--- config.mk ---
export PLATFORM = sky130hd
export DESIGN_NAME = ind_write_port
export DESIGN_NICKNAME = d
export VERILOG_FILES = /design/src/rtl/ind_pkg.sv /design/src/rtl/ind_wr_route.sv /design/src/rtl/ind_ptr_next.sv /design/src/rtl/ind_cmd_ctl.sv /design/src/rtl/ind_write_port.sv
export SDC_FILE = /design/constraint.sdc
export NUM_CORES = 1
export LEC_CHECK = 0
export ABC_AREA = 1
export BUFFER_PORTS_ARGS = -buffer_cell sky130_fd_sc_hd__clkbuf_2
export CORE_MARGIN = 2
export CORE_UTILIZATION = 50
export DETAILED_ROUTE_END_ITERATION = 6
export PLACE_DENSITY = 0.84
export SYNTH_ARGS = -nofsm -noshare
export SYNTH_HDL_FRONTEND = slang
export SYNTH_HIERARCHICAL = 1
export SYNTH_SLANG_ARGS = --single-unit
--- constraint.sdc ---
create_clock -name clk -period 1.7 [get_ports clk]
set_clock_uncertainty 0.05 [all_clocks]
set_input_delay 0.34 -clock clk [delete_from_list [all_inputs] [get_ports clk]]
set_output_delay 0.34 -clock clk [all_outputs]
set_load 0.02 [all_outputs]
--- src/rtl/ind_pkg.sv ---
package ind_pkg;

    // Which path owns the register file write in a given cycle.
    typedef enum logic [1:0] {
        SRC_NONE = 2'd0,
        SRC_DIR  = 2'd1,
        SRC_IND  = 2'd2
    } wr_src_e;

    // A command code whose upper nibble is zero is a stop request.
    localparam int unsigned OPC_MSB = 7;
    localparam int unsigned OPC_LSB = 4;

endpackage

--- src/rtl/ind_wr_route.sv ---
module ind_wr_route
    import ind_pkg::*;
#(
    parameter int unsigned AW       = 6,
    parameter int unsigned DW       = 8,
    parameter int unsigned NUM_REGS = 47,
    parameter int unsigned PTR_REG  = 17
) (
    input  logic          dir_we,
    input  logic [AW-1:0] dir_addr,
    input  logic [DW-1:0] dir_data,
    input  logic          ind_we,
    input  logic [DW-1:0] ind_data,
    input  logic [AW-1:0] ind_target,
    output wr_src_e       src,
    output logic          we,
    output logic [AW-1:0] addr,
    output logic [DW-1:0] data,
    output logic          ind_accept,
    output logic          ptr_load
);
    localparam logic [AW-1:0] PTR_IDX = AW'(PTR_REG);

    // An index outside the register file is dropped.
    function automatic logic exists(input logic [AW-1:0] a);
        return (32'(a) < NUM_REGS);
    endfunction

    always_comb begin
        src        = SRC_NONE;
        we         = 1'b0;
        addr       = '0;
        data       = '0;
        ind_accept = 1'b0;
        ptr_load   = 1'b0;
        if (dir_we) begin
            src      = SRC_DIR;
            addr     = dir_addr;
            data     = dir_data;
            we       = exists(dir_addr);
            ptr_load = (dir_addr == PTR_IDX);
        end else if (ind_we) begin
            src        = SRC_IND;
            addr       = ind_target;
            data       = ind_data;
            ind_accept = 1'b1;
            // The pointer never writes itself through the data port.
            we         = exists(ind_target) && (ind_target != PTR_IDX);
        end
    end

endmodule

--- src/rtl/ind_ptr_next.sv ---
module ind_ptr_next #(
    parameter int unsigned AW      = 6,
    parameter int unsigned DW      = 8,
    parameter int unsigned INH_BIT = 7
) (
    input  logic [DW-1:0] ptr_q,
    input  logic          load,
    input  logic [DW-1:0] load_data,
    input  logic          advance,
    output logic [DW-1:0] ptr_d
);
    always_comb begin
        ptr_d = ptr_q;
        if (load) begin
            // Only the flag and the target field are stored; the rest is zero.
            ptr_d              = '0;
            ptr_d[INH_BIT]     = load_data[INH_BIT];
            ptr_d[AW-1:0]      = load_data[AW-1:0];
        end else if (advance && !ptr_q[INH_BIT]) begin
            ptr_d[AW-1:0] = ptr_q[AW-1:0] + AW'(1);
        end
    end

endmodule

--- src/rtl/ind_cmd_ctl.sv ---
module ind_cmd_ctl
    import ind_pkg::*;
#(
    parameter int unsigned AW      = 6,
    parameter int unsigned DW      = 8,
    parameter int unsigned CMD_REG = 46
) (
    input  logic          we,
    input  logic [AW-1:0] addr,
    input  logic [DW-1:0] data,
    input  logic          busy_q,
    input  logic          eng_done,
    output logic          busy_d,
    output logic          start_d,
    output logic          abort_d
);
    localparam logic [AW-1:0] CMD_IDX = AW'(CMD_REG);

    logic cmd_hit;
    logic is_stop;

    always_comb begin
        cmd_hit = we && (addr == CMD_IDX);
        is_stop = (data[OPC_MSB:OPC_LSB] == '0);
        busy_d  = busy_q && !eng_done;
        start_d = 1'b0;
        abort_d = 1'b0;
        if (cmd_hit) begin
            abort_d = busy_q;
            if (is_stop) begin
                busy_d = 1'b0;
            end else begin
                start_d = 1'b1;
                busy_d  = 1'b1;
            end
        end
    end

endmodule

--- src/rtl/ind_write_port.sv ---
module ind_write_port
    import ind_pkg::*;
#(
    parameter int unsigned AW       = 6,
    parameter int unsigned DW       = 8,
    parameter int unsigned NUM_REGS = 47,
    parameter int unsigned PTR_REG  = 17,
    parameter int unsigned CMD_REG  = 46
) (
    input  logic          clk,
    input  logic          rst_n,
    input  logic          dir_we,
    input  logic [AW-1:0] dir_addr,
    input  logic [DW-1:0] dir_data,
    input  logic          ind_we,
    input  logic [DW-1:0] ind_data,
    input  logic          eng_done,
    output logic          rf_we,
    output logic [AW-1:0] rf_addr,
    output logic [DW-1:0] rf_data,
    output logic [DW-1:0] ptr,
    output logic          cmd_start,
    output logic          cmd_abort,
    output logic          busy
);
    localparam int unsigned INH_BIT = DW - 1;

    typedef struct packed {
        logic [DW-1:0] ptr;
        logic          rf_we;
        logic [AW-1:0] rf_addr;
        logic [DW-1:0] rf_data;
        logic          start;
        logic          abort;
        logic          busy;
    } state_t;

    state_t st_d, st_q;

    wr_src_e       src;
    logic          wr_we;
    logic [AW-1:0] wr_addr;
    logic [DW-1:0] wr_data;
    logic          ind_accept;
    logic          ptr_load;
    logic [DW-1:0] ptr_nxt;
    logic          busy_nxt;
    logic          start_nxt;
    logic          abort_nxt;

    ind_wr_route #(
        .AW(AW), .DW(DW), .NUM_REGS(NUM_REGS), .PTR_REG(PTR_REG)
    ) u_route (
        .dir_we     (dir_we),
        .dir_addr   (dir_addr),
        .dir_data   (dir_data),
        .ind_we     (ind_we),
        .ind_data   (ind_data),
        .ind_target (st_q.ptr[AW-1:0]),
        .src        (src),
        .we         (wr_we),
        .addr       (wr_addr),
        .data       (wr_data),
        .ind_accept (ind_accept),
        .ptr_load   (ptr_load)
    );

    ind_ptr_next #(
        .AW(AW), .DW(DW), .INH_BIT(INH_BIT)
    ) u_ptr (
        .ptr_q     (st_q.ptr),
        .load      (ptr_load),
        .load_data (dir_data),
        .advance   (ind_accept),
        .ptr_d     (ptr_nxt)
    );

    ind_cmd_ctl #(
        .AW(AW), .DW(DW), .CMD_REG(CMD_REG)
    ) u_cmd (
        .we       (wr_we),
        .addr     (wr_addr),
        .data     (wr_data),
        .busy_q   (st_q.busy),
        .eng_done (eng_done),
        .busy_d   (busy_nxt),
        .start_d  (start_nxt),
        .abort_d  (abort_nxt)
    );

    always_comb begin
        st_d         = st_q;
        st_d.ptr     = ptr_nxt;
        st_d.rf_we   = wr_we;
        st_d.rf_addr = (src == SRC_NONE) ? st_q.rf_addr : wr_addr;
        st_d.rf_data = (src == SRC_NONE) ? st_q.rf_data : wr_data;
        st_d.start   = start_nxt;
        st_d.abort   = abort_nxt;
        st_d.busy    = busy_nxt;
    end

    always_ff @(posedge clk) begin
        if (!rst_n) begin
            st_q <= '0;
        end else begin
            st_q <= st_d;
        end
    end

    assign rf_we     = st_q.rf_we;
    assign rf_addr   = st_q.rf_addr;
    assign rf_data   = st_q.rf_data;
    assign ptr       = st_q.ptr;
    assign cmd_start = st_q.start;
    assign cmd_abort = st_q.abort;
    assign busy      = st_q.busy;

endmodule

# Word-level counts from Yosys, hierarchy flattened
# Cells that the tools add are included.
dict set report classes {
  addsub 1
  eq_ne 3
  n_mux 15
  n_reduce_logical 10
  n_lt_le_gt_ge 2
}
# operator count
set ops {}
lappend ops {{$mux 6} 4}
lappend ops {{$mux 8} 2}
lappend ops {{$lt 6x6->1 const B} 2}
lappend ops {{$mux 1} 7}
lappend ops {{$add 6x1->6 const B} 1}
lappend ops {{$eq 6x5->1 const B} 1}
lappend ops {{$eq 6x6->1 const B} 1}
lappend ops {{$ne 6x5->1 const B} 1}
lappend ops {{$logic_and 1x1->1} 4}
lappend ops {{$logic_not 4->1} 1}
lappend ops {{$mux 2} 2}
lappend ops {{$logic_not 1->1} 2}
lappend ops {{$logic_not 2->1} 1}
lappend ops {{$reduce_and 2->1} 1}
lappend ops {{$reduce_bool 2->1} 1}
dict set report word_totals {
  input_bits 27
  wordCells 39
  ff_bits 25
}

# Depth between registers and ports, before layout
# Gate-level depths: netlist of the first run.
dict set report depth {
  word_depth 6
  mapped_depth 14
  mapped_depth_nobuf 14
}

# Hierarchy
# The synthesis of the first run kept the hierarchy.
# mod area_per_inst_um2 cells_per_inst instances
set modules_own_cells {}
lappend modules_own_cells {ind_write_port 922.1 126 1}
lappend modules_own_cells {ind_wr_route 269.0 49 1}
lappend modules_own_cells {ind_ptr_next 250.2 51 1}
lappend modules_own_cells {ind_cmd_ctl 103.8 26 1}

# Worst setup path before layout of the first run
# Ideal clock, no wire load.
dict set report synth_timing {
  path_type {flip-flop to flip-flop}
  startpoint {register st_q, in the netlist ptr[0]}
  endpoint {register st_q, in the netlist busy}
  stages_incl_launch_ff 14
  t_arrival_ns 1.263
  slack_ns 0.279
  required_time_ns 1.541
  setup_time_ns 0.109
  cell_sequence {dfxtp_1 -> inv_1 -> nor2_1 -> nand2_1 -> nand2_1 -> nand2_1 -> nand2_1 -> nand2_1 -> nand2_1 -> nor2_2 -> nand3_1 -> nand2_1 -> nand2_1 -> inv_1}
}
dict set report synth_between {
  elab_chain_len 6
  elab_cells_between_ends 10
}
# element line_no
set synth_rtl {}
lappend synth_rtl {{start: declaration} ind_write_port.sv:38} ;# state_t st_d, st_q;
lappend synth_rtl {{start signal: assignment} ind_write_port.sv:106} ;# st_q <= st_d;
lappend synth_rtl {{$lt 6x6->1 or $ne 6x5->1 (tied branches)} {ind_wr_route.sv:26, ind_wr_route.sv:48}}
lappend synth_rtl {{$logic_and 1x1->1 (*)} ind_wr_route.sv:48} ;# we = exists(ind_target) && (ind_target != PTR_IDX);
lappend synth_rtl {{$mux 1 (*)} ind_wr_route.sv:42} ;# end else if (ind_we) begin
lappend synth_rtl {{$mux 1 (*)} ind_wr_route.sv:36} ;# if (dir_we) begin
lappend synth_rtl {{named net wr_we} ind_write_port.sv:41} ;# logic wr_we;
lappend synth_rtl {{$logic_and 1x1->1 (*)} ind_cmd_ctl.sv:23} ;# cmd_hit = we && (addr == CMD_IDX);
lappend synth_rtl {{$mux 1 (*)} ind_cmd_ctl.sv:28} ;# if (cmd_hit) begin
lappend synth_rtl {{named net busy_nxt} ind_write_port.sv:47} ;# logic busy_nxt;
# The timed path passes the listed nets; every way through them passes the cells marked *.
# A chain may end at the register's enable or synchronous reset.

# Final worst setup path of the first run
dict set report layout_timing {
  startpoint {register st_q, in the netlist ptr[3]}
  endpoint {register st_q, in the netlist busy}
}
# The elaborated chain is that of the path after synthesis.

==> results.md, run 1 <==
* FF+latch count, synth at 26
* Synthesized area at 0.001545 mm2
* # nets final at 333
* Post-synthesis mux area share at 0
* Design internal power at 0.8831 mW
* WS Path Type: flip-flop to flip-flop
* Die area at 0.003551 mm2
* Synth Area in Compound Gates at 0.09069
* Post-Syn Instances at 252
* LEAKAGE at 1.066 nW
* Comb power frac at 0.229
* GRT Total Usage at 0.2105
* Startpoint types: flip-flop
* FMAX at 670.1 MHz
* Post-Synth Adder-Cell Area at 0.008097
* Largest net degree at the start of global routing at 29
* Antenna diodes at 0
* Final worst path period need at 1492 ps
* Clock Sinks at 26
* Max-slew violations at 0
* Initial Utilization at 0.5146
* Drt drc at 0
* Setup tns final at 0 ps
* Maximum clock path buffer count at 2
* Cts repair resizes at 0
* Max-cap viol count at 0
* DRT Pass-1 Iters at 4
* Clk slew on worst S/H paths at 140 ps
* Most frequent cells in the layout: nand2_1 (81), clkbuf_2 (52), inv_1 (44)
* FP Rows at 20
* Power Dens Cells at 677.8 mW/mm2
* Die Ht at 59.59 um
* Slew HR at 0.6507
* Hpwl dp at 2692 um
* Clock root cell: clkbuf_4
* Final setup fails at 0
* GP Congestion at 0.8735
* Sequential power share at 0.520
* First-pass GRT wire length at 5816 um
* Final Util at 0.6208
* Total gr overflow at 0
* Ys Warns at 6
* Vias in the first global route at 1412
* RSZ-0062 raised after global routing: false
* Synth top area share at 0.3368
* Slew @ Worst Pin at 524.0 ps
* CP Capture Type: flip-flop
* DR iter-0 viols at 90
* Syn Nets at 280
* Post-synthesis cell type count at 22
* Xor/xnor share of the synthesized area at 0.005668
* P&R area growth vs syn at 20.65%
* Share of post-route cells with drive strength above 1 at 0.2467
* Sequential fraction of the synthesis area at 0.3368
* Die width at 59.59 um
* Final WL at 3576 um
* Hold bufs inserted after CTS at 0
* Top post-synthesis cells by area: dfxtp_1 (34%), nand2_1 (20%), inv_1 (11%), nor2_1 (10%), a22o_1 (5.7%)
* HP Class: input pin to flip-flop
* Peak supply drop at 0.4856 mV
* Status: complete, no violations
* Port Buffer Count at 52
* Total core area at 0.003003 mm2
* CTS Buf Count at 3
* Most common cell after layout, fill and taps aside: nand2_1
* Via count at 1604
* CTS tree: built
* Boundary pin count at 53
* Mean post-synth cell area at 6.132 um2
* Post-synthesis simple-gate area fraction at 0.3927
* Setup bufs post-CTS at 0
* Routed Antenna Nets at 0
* Count of final hold-check violations at 0
* CP Data Arrival Time at 1730 ps
* Synth area leader: dfxtp_1
* Switching share of power at 0.3011
* Skew-Pair Late Insertion Delay at 320 ps
* WL/cell at 10.61 um
* Worst EP required at 1940 ps
* Clock power frac at 0.251
* H-tree Lvls at 1
* Largest family of logic cells by synthesized area: simple AND/OR/NAND/NOR gates
* Net Sw Power at 0.3805 mW
* Initial antenna violation count at 0
* Period utilization at 0.8779
* Via density at 4.760
* CP max FO at 8
area by class of cell:
cell class / instances / area (um2)
Timing Repair Buffer: 58 / 317.8
Fill cell: 286 / 1139
Clock buffer: 4 / 36.28
Inverter: 48 / 180.2
Tap cell: 33 / 41.29
Multi-Input combinational cell: 168 / 768.2
Sequential cell: 26 / 520.5
cells by family (layout without fill, tap and decap cells):
family | after synthesis | after routing
buffers and inverters | 58 | 110
XOR/XNOR | 1 | 1
AO/OA/AOI/OAI | 19 | 19
AND/OR/NAND/NOR | 147 | 147
adder cells (fa/ha/maj) | 1 | 1
flip-flops | 26 | 26
metrics by stage:
stage / instances / cell area [um2] / hold slack [ps] / power (mW) / setup WS, ps
2_1_floorplan: 252 / 1545 / 471.8 / 0.8643 / 278.7
3_3_place_gp: 333 / 1828 / 442.5 / 0.9549 / 127.4
3_5_place_dp: 333 / 1828 / 447.1 / 0.9581 / 91.54
4_1_cts: 337 / 1864 / 243.4 / 1.272 / 223.6
5_1_grt: 337 / 1864 / 252.3 / 1.335 / 65.86
6_report: 337 / 1864 / 254.5 / 1.264 / 207.6
flip-flops by register name (all words and copies together), names as in the netlist:
signal	flops
busy	1
rf_data	8
rf_we	1
ptr	8
cmd_abort	1
rf_addr	6
cmd_start	1
path summary, 6_finish.rpt:
check	start	end	slack (ps)	depth (start not counted)
setup / recovery	ptr[3]$_SDFF_PN0_	busy$_SDFF_PN0_	210	12
hold / removal	dir_data[2]	ptr[2]$_SDFF_PN0_	250	5
hold reg to reg	rf_data[3]$_SDFFE_PN0P_	rf_data[3]$_SDFFE_PN0P_	470	4
setup reg to reg	ptr[3]$_SDFF_PN0_	busy$_SDFF_PN0_	210	12
layer usage:
metal  up-vias  global-route usage  wire (um)
met1       679              0.2627       1585
li1        855                   -          -
met4         0             0.05079         16
met2        68              0.3658       1683
met3         2             0.04803        290
met5         -                   0          0
power groups by stage:
stage                     sequential [mW]  clock, mW  combinational (mW)
after floorplan                     0.710          0               0.154
final                               0.658      0.317               0.289
after detailed placement            0.672          0               0.287
after global routing                0.663      0.350               0.323
after global placement              0.671          0               0.284
after CTS                           0.658      0.325               0.288
critical path, cell delays in order, from the launching register on:
cell and delay, ps:
dfxtp_1 530, nor2_1 70, nand2_1 80, nand2_1 50, nand2_1 50, nand2_1 50, nand2_1 110, nand2_1 80
nor2_2 100, nand3_1 100, nand2_1 80, nand2_1 50, inv_1 60
Yosys cell counts:
library cell  count
nand3_1          13
nor2_2            4
o21ai_0           4
nor2_1           42
dfxtp_1          26
nand2_1          81
buf_2             4
o22ai_1           1
a31oi_1           1
ha_1              1
nand3b_1          1
xor2_1            1
buf_6             3
nand2_2           3
inv_1            44
inv_2             4
o21ai_1           1
o21bai_1          2
nor2_4            2
a22o_1           10
nor4_1            1
buf_4             3
(Power assumes the default switching activity.)
==> run 2: changes to the inputs <==
- CORE_ASPECT_RATIO: not set -> 1.1
- CORE_UTILIZATION: 50 -> 30
- PLACE_DENSITY: 0.84 -> 0.56
==> run 2 against run 1 <==
Compared with the run above: worst setup slack better by 33 ps; critical path depth down 10; sequential power about the same.
==> results.md, run 2 (synthesis results as in run 1) <==
* Critical Path, Cell by Cell: buf_4 > clkbuf_2
* Largest net degree at the start of global routing at 29 (unchanged)
* DR iter-0 viols at 72 (-20%)
* Total gr overflow at 0 (unchanged)
* Post-placement worst setup slack at -6.256 ps (-97.79 ps)
* Final WL at 4099 um (+15%)
* Period utilization at 0.8586 (-0.01922)
* P&R area growth vs syn at 26.88%
* Setup tns final at 0 ps (unchanged)
* Worst stage delay on the critical path at 460 ps (-70 ps)
* Total power at 1.467 mW (+16%)
* Crit-path slowest cell: dfxtp_1
* Initial antenna violation count at 0 (unchanged)
* Status: complete, no violations
* WS Path Type: flip-flop to primary output
* Worst Path Buf+Inv at 2 (+1)
* CTS tree: built
* # nets final at 337 (+1.2%)
* Critical path's top delay family: flip-flops
* Power Dens Cells at 748.2 mW/mm2 (+10%)
* Hpwl dp at 3213 um (+19%)
* Cts repair resizes at 0 (unchanged)
* Via density at 4.361 (-8.4%)
* Clk slew on worst S/H paths at 90 ps (-50 ps)
* Slew HR at 0.6355 (-0.01514)
* Placed insts at 362 (+8.7%)
* Setup ws final at 240.3 ps (+32.67 ps)
* CP max FO at 6 (-2)
* Antenna diodes at 0 (unchanged)
* Setup bufs post-CTS at 0 (unchanged)
* Total core area at 0.005000 mm2 (+67%)
* Boundary pin count at 53 (unchanged)
* Die area at 0.005742 mm2 (+62%)
* Initial Utilization at 0.3091 (-0.2055)
* Share of post-route cells with drive strength above 1 at 0.2565 (+0.009783)
* Startpoint types: flip-flop
* H-tree Lvls at 1 (unchanged)
* First-pass GRT wire length at 6665 um (+15%)
* RSZ-0062 raised after global routing: false
* Final worst path period need at 1460 ps (-32.67 ps)
* FP Rows at 27 (+35%)
* Port Buffer Count at 52 (unchanged)
* Via count at 1596 (-0.50%)
* Worst EP required at 1310 ps (-630 ps)
* Routed Antenna Nets at 0 (unchanged)
* Max-slew violations at 0 (unchanged)
* GP Congestion at 0.8266 (-5.4%)
* Die Ht at 79.27 um (+33%)
* Max-cap viol count at 0 (unchanged)
* Clock Sinks at 26 (unchanged)
* Slew @ Worst Pin at 546.7 ps (+22.71 ps)
* WL/cell at 11.20 um (+5.5%)
* Vias in the first global route at 1483 (+5.0%)
* CP Data Arrival Time at 1070 ps (-660 ps)
* HP Class: input pin to flip-flop
* Non-filler instance count after layout at 366 (+8.6%)
* DRT Pass-1 Iters at 4 (unchanged)
* Skew-Pair Late Insertion Delay at 270 ps (-50 ps)
* GRT Total Usage at 0.1466 (-0.06388)
* Drt drc at 0 (unchanged)
* Die width at 72.43 um (+22%)
* Final setup fails at 0 (unchanged)
* Placed cell area at 0.001889 mm2 (+3.4%)
* Hold bufs inserted after CTS at 0 (unchanged)
* Peak supply drop at 0.4615 mV (-5.0%)
* CTS Buf Count at 3 (unchanged)
* Post-route cell area at 0.001961 mm2 (+5.2%)
* Most common cell after layout, fill and taps aside: nand2_1
* Clock root cell: clkbuf_8
* Maximum clock path buffer count at 2 (unchanged)
* Most frequent cells in the layout: nand2_1 (81), clkbuf_2 (52), inv_1 (44)
* FMAX at 685.1 MHz (+2.2%)
* LEAKAGE at 1.102 nW (+3.3%)
* Count of final hold-check violations at 0 (unchanged)
* CP Capture Type: primary output
==> run 2: changes by cell type in the layout (fill, tap and decap cells not counted), sizes merged <==
| cell | previous run | this run |
|---|---|---|
| buf | 6 | 10 |
| bufinv | 0 | 1 |
| clkbuf | 56 | 55 |
==> run 2: path summary, 6_finish.rpt <==
check                               start                      end  slack [ps]  cells after the start
setup / recovery        ptr[1]$_SDFF_PN0_                   ptr[1]         240                      2
hold / removal                dir_data[7]        ptr[7]$_SDFF_PN0_         340                      5
setup reg to reg        ptr[1]$_SDFF_PN0_          busy$_SDFF_PN0_         240                     12
hold reg to reg   rf_addr[2]$_SDFFE_PN0P_  rf_addr[2]$_SDFFE_PN0P_         460                      4
==> run 2: final cells by class <==
class | count | area (um2)
Clock buffer | 3 | 41.29
Clock inverter | 1 | 30.03
Fill cell | 566 | 3039
Inverter | 48 | 180.2
Multi-Input combinational cell | 168 | 768.2
Sequential cell | 26 | 520.5
Tap cell | 58 | 72.57
Timing Repair Buffer | 62 | 347.8
==> run 2: metal layers <==
layer  track usage  wire length, um
met4       0.05000               38
met2        0.2495             1948
met3       0.01523              224
met5             0                0
met1        0.1915             1888
==> run 2: power breakdown <==
part	leakage, nW	switching [mW]	internal (mW)	total, mW
Sequential	0.213	0.0167	0.640	0.656
Clock	0.0357	0.197	0.315	0.512
Combinational	0.853	0.183	0.116	0.299
Total	1.10	0.396	1.07	1.47
==> run 2: stage by stage <==
stage / util / hold WS [ps]
2_1_floorplan: - / 471.8
3_3_place_gp: 0.3779 / 446.5
3_5_place_dp: 0.3779 / 448.9
4_1_cts: 0.3921 / 325.4
5_1_grt: 0.3921 / 357.5
6_report: 0.3921 / 335.9
==> run 2: worst min-delay path, cell delays in order <==
cell      delay (ps)
clkbuf_2          90
nand2_1           40
o21ai_0           60
nand2_1           50
inv_1             40
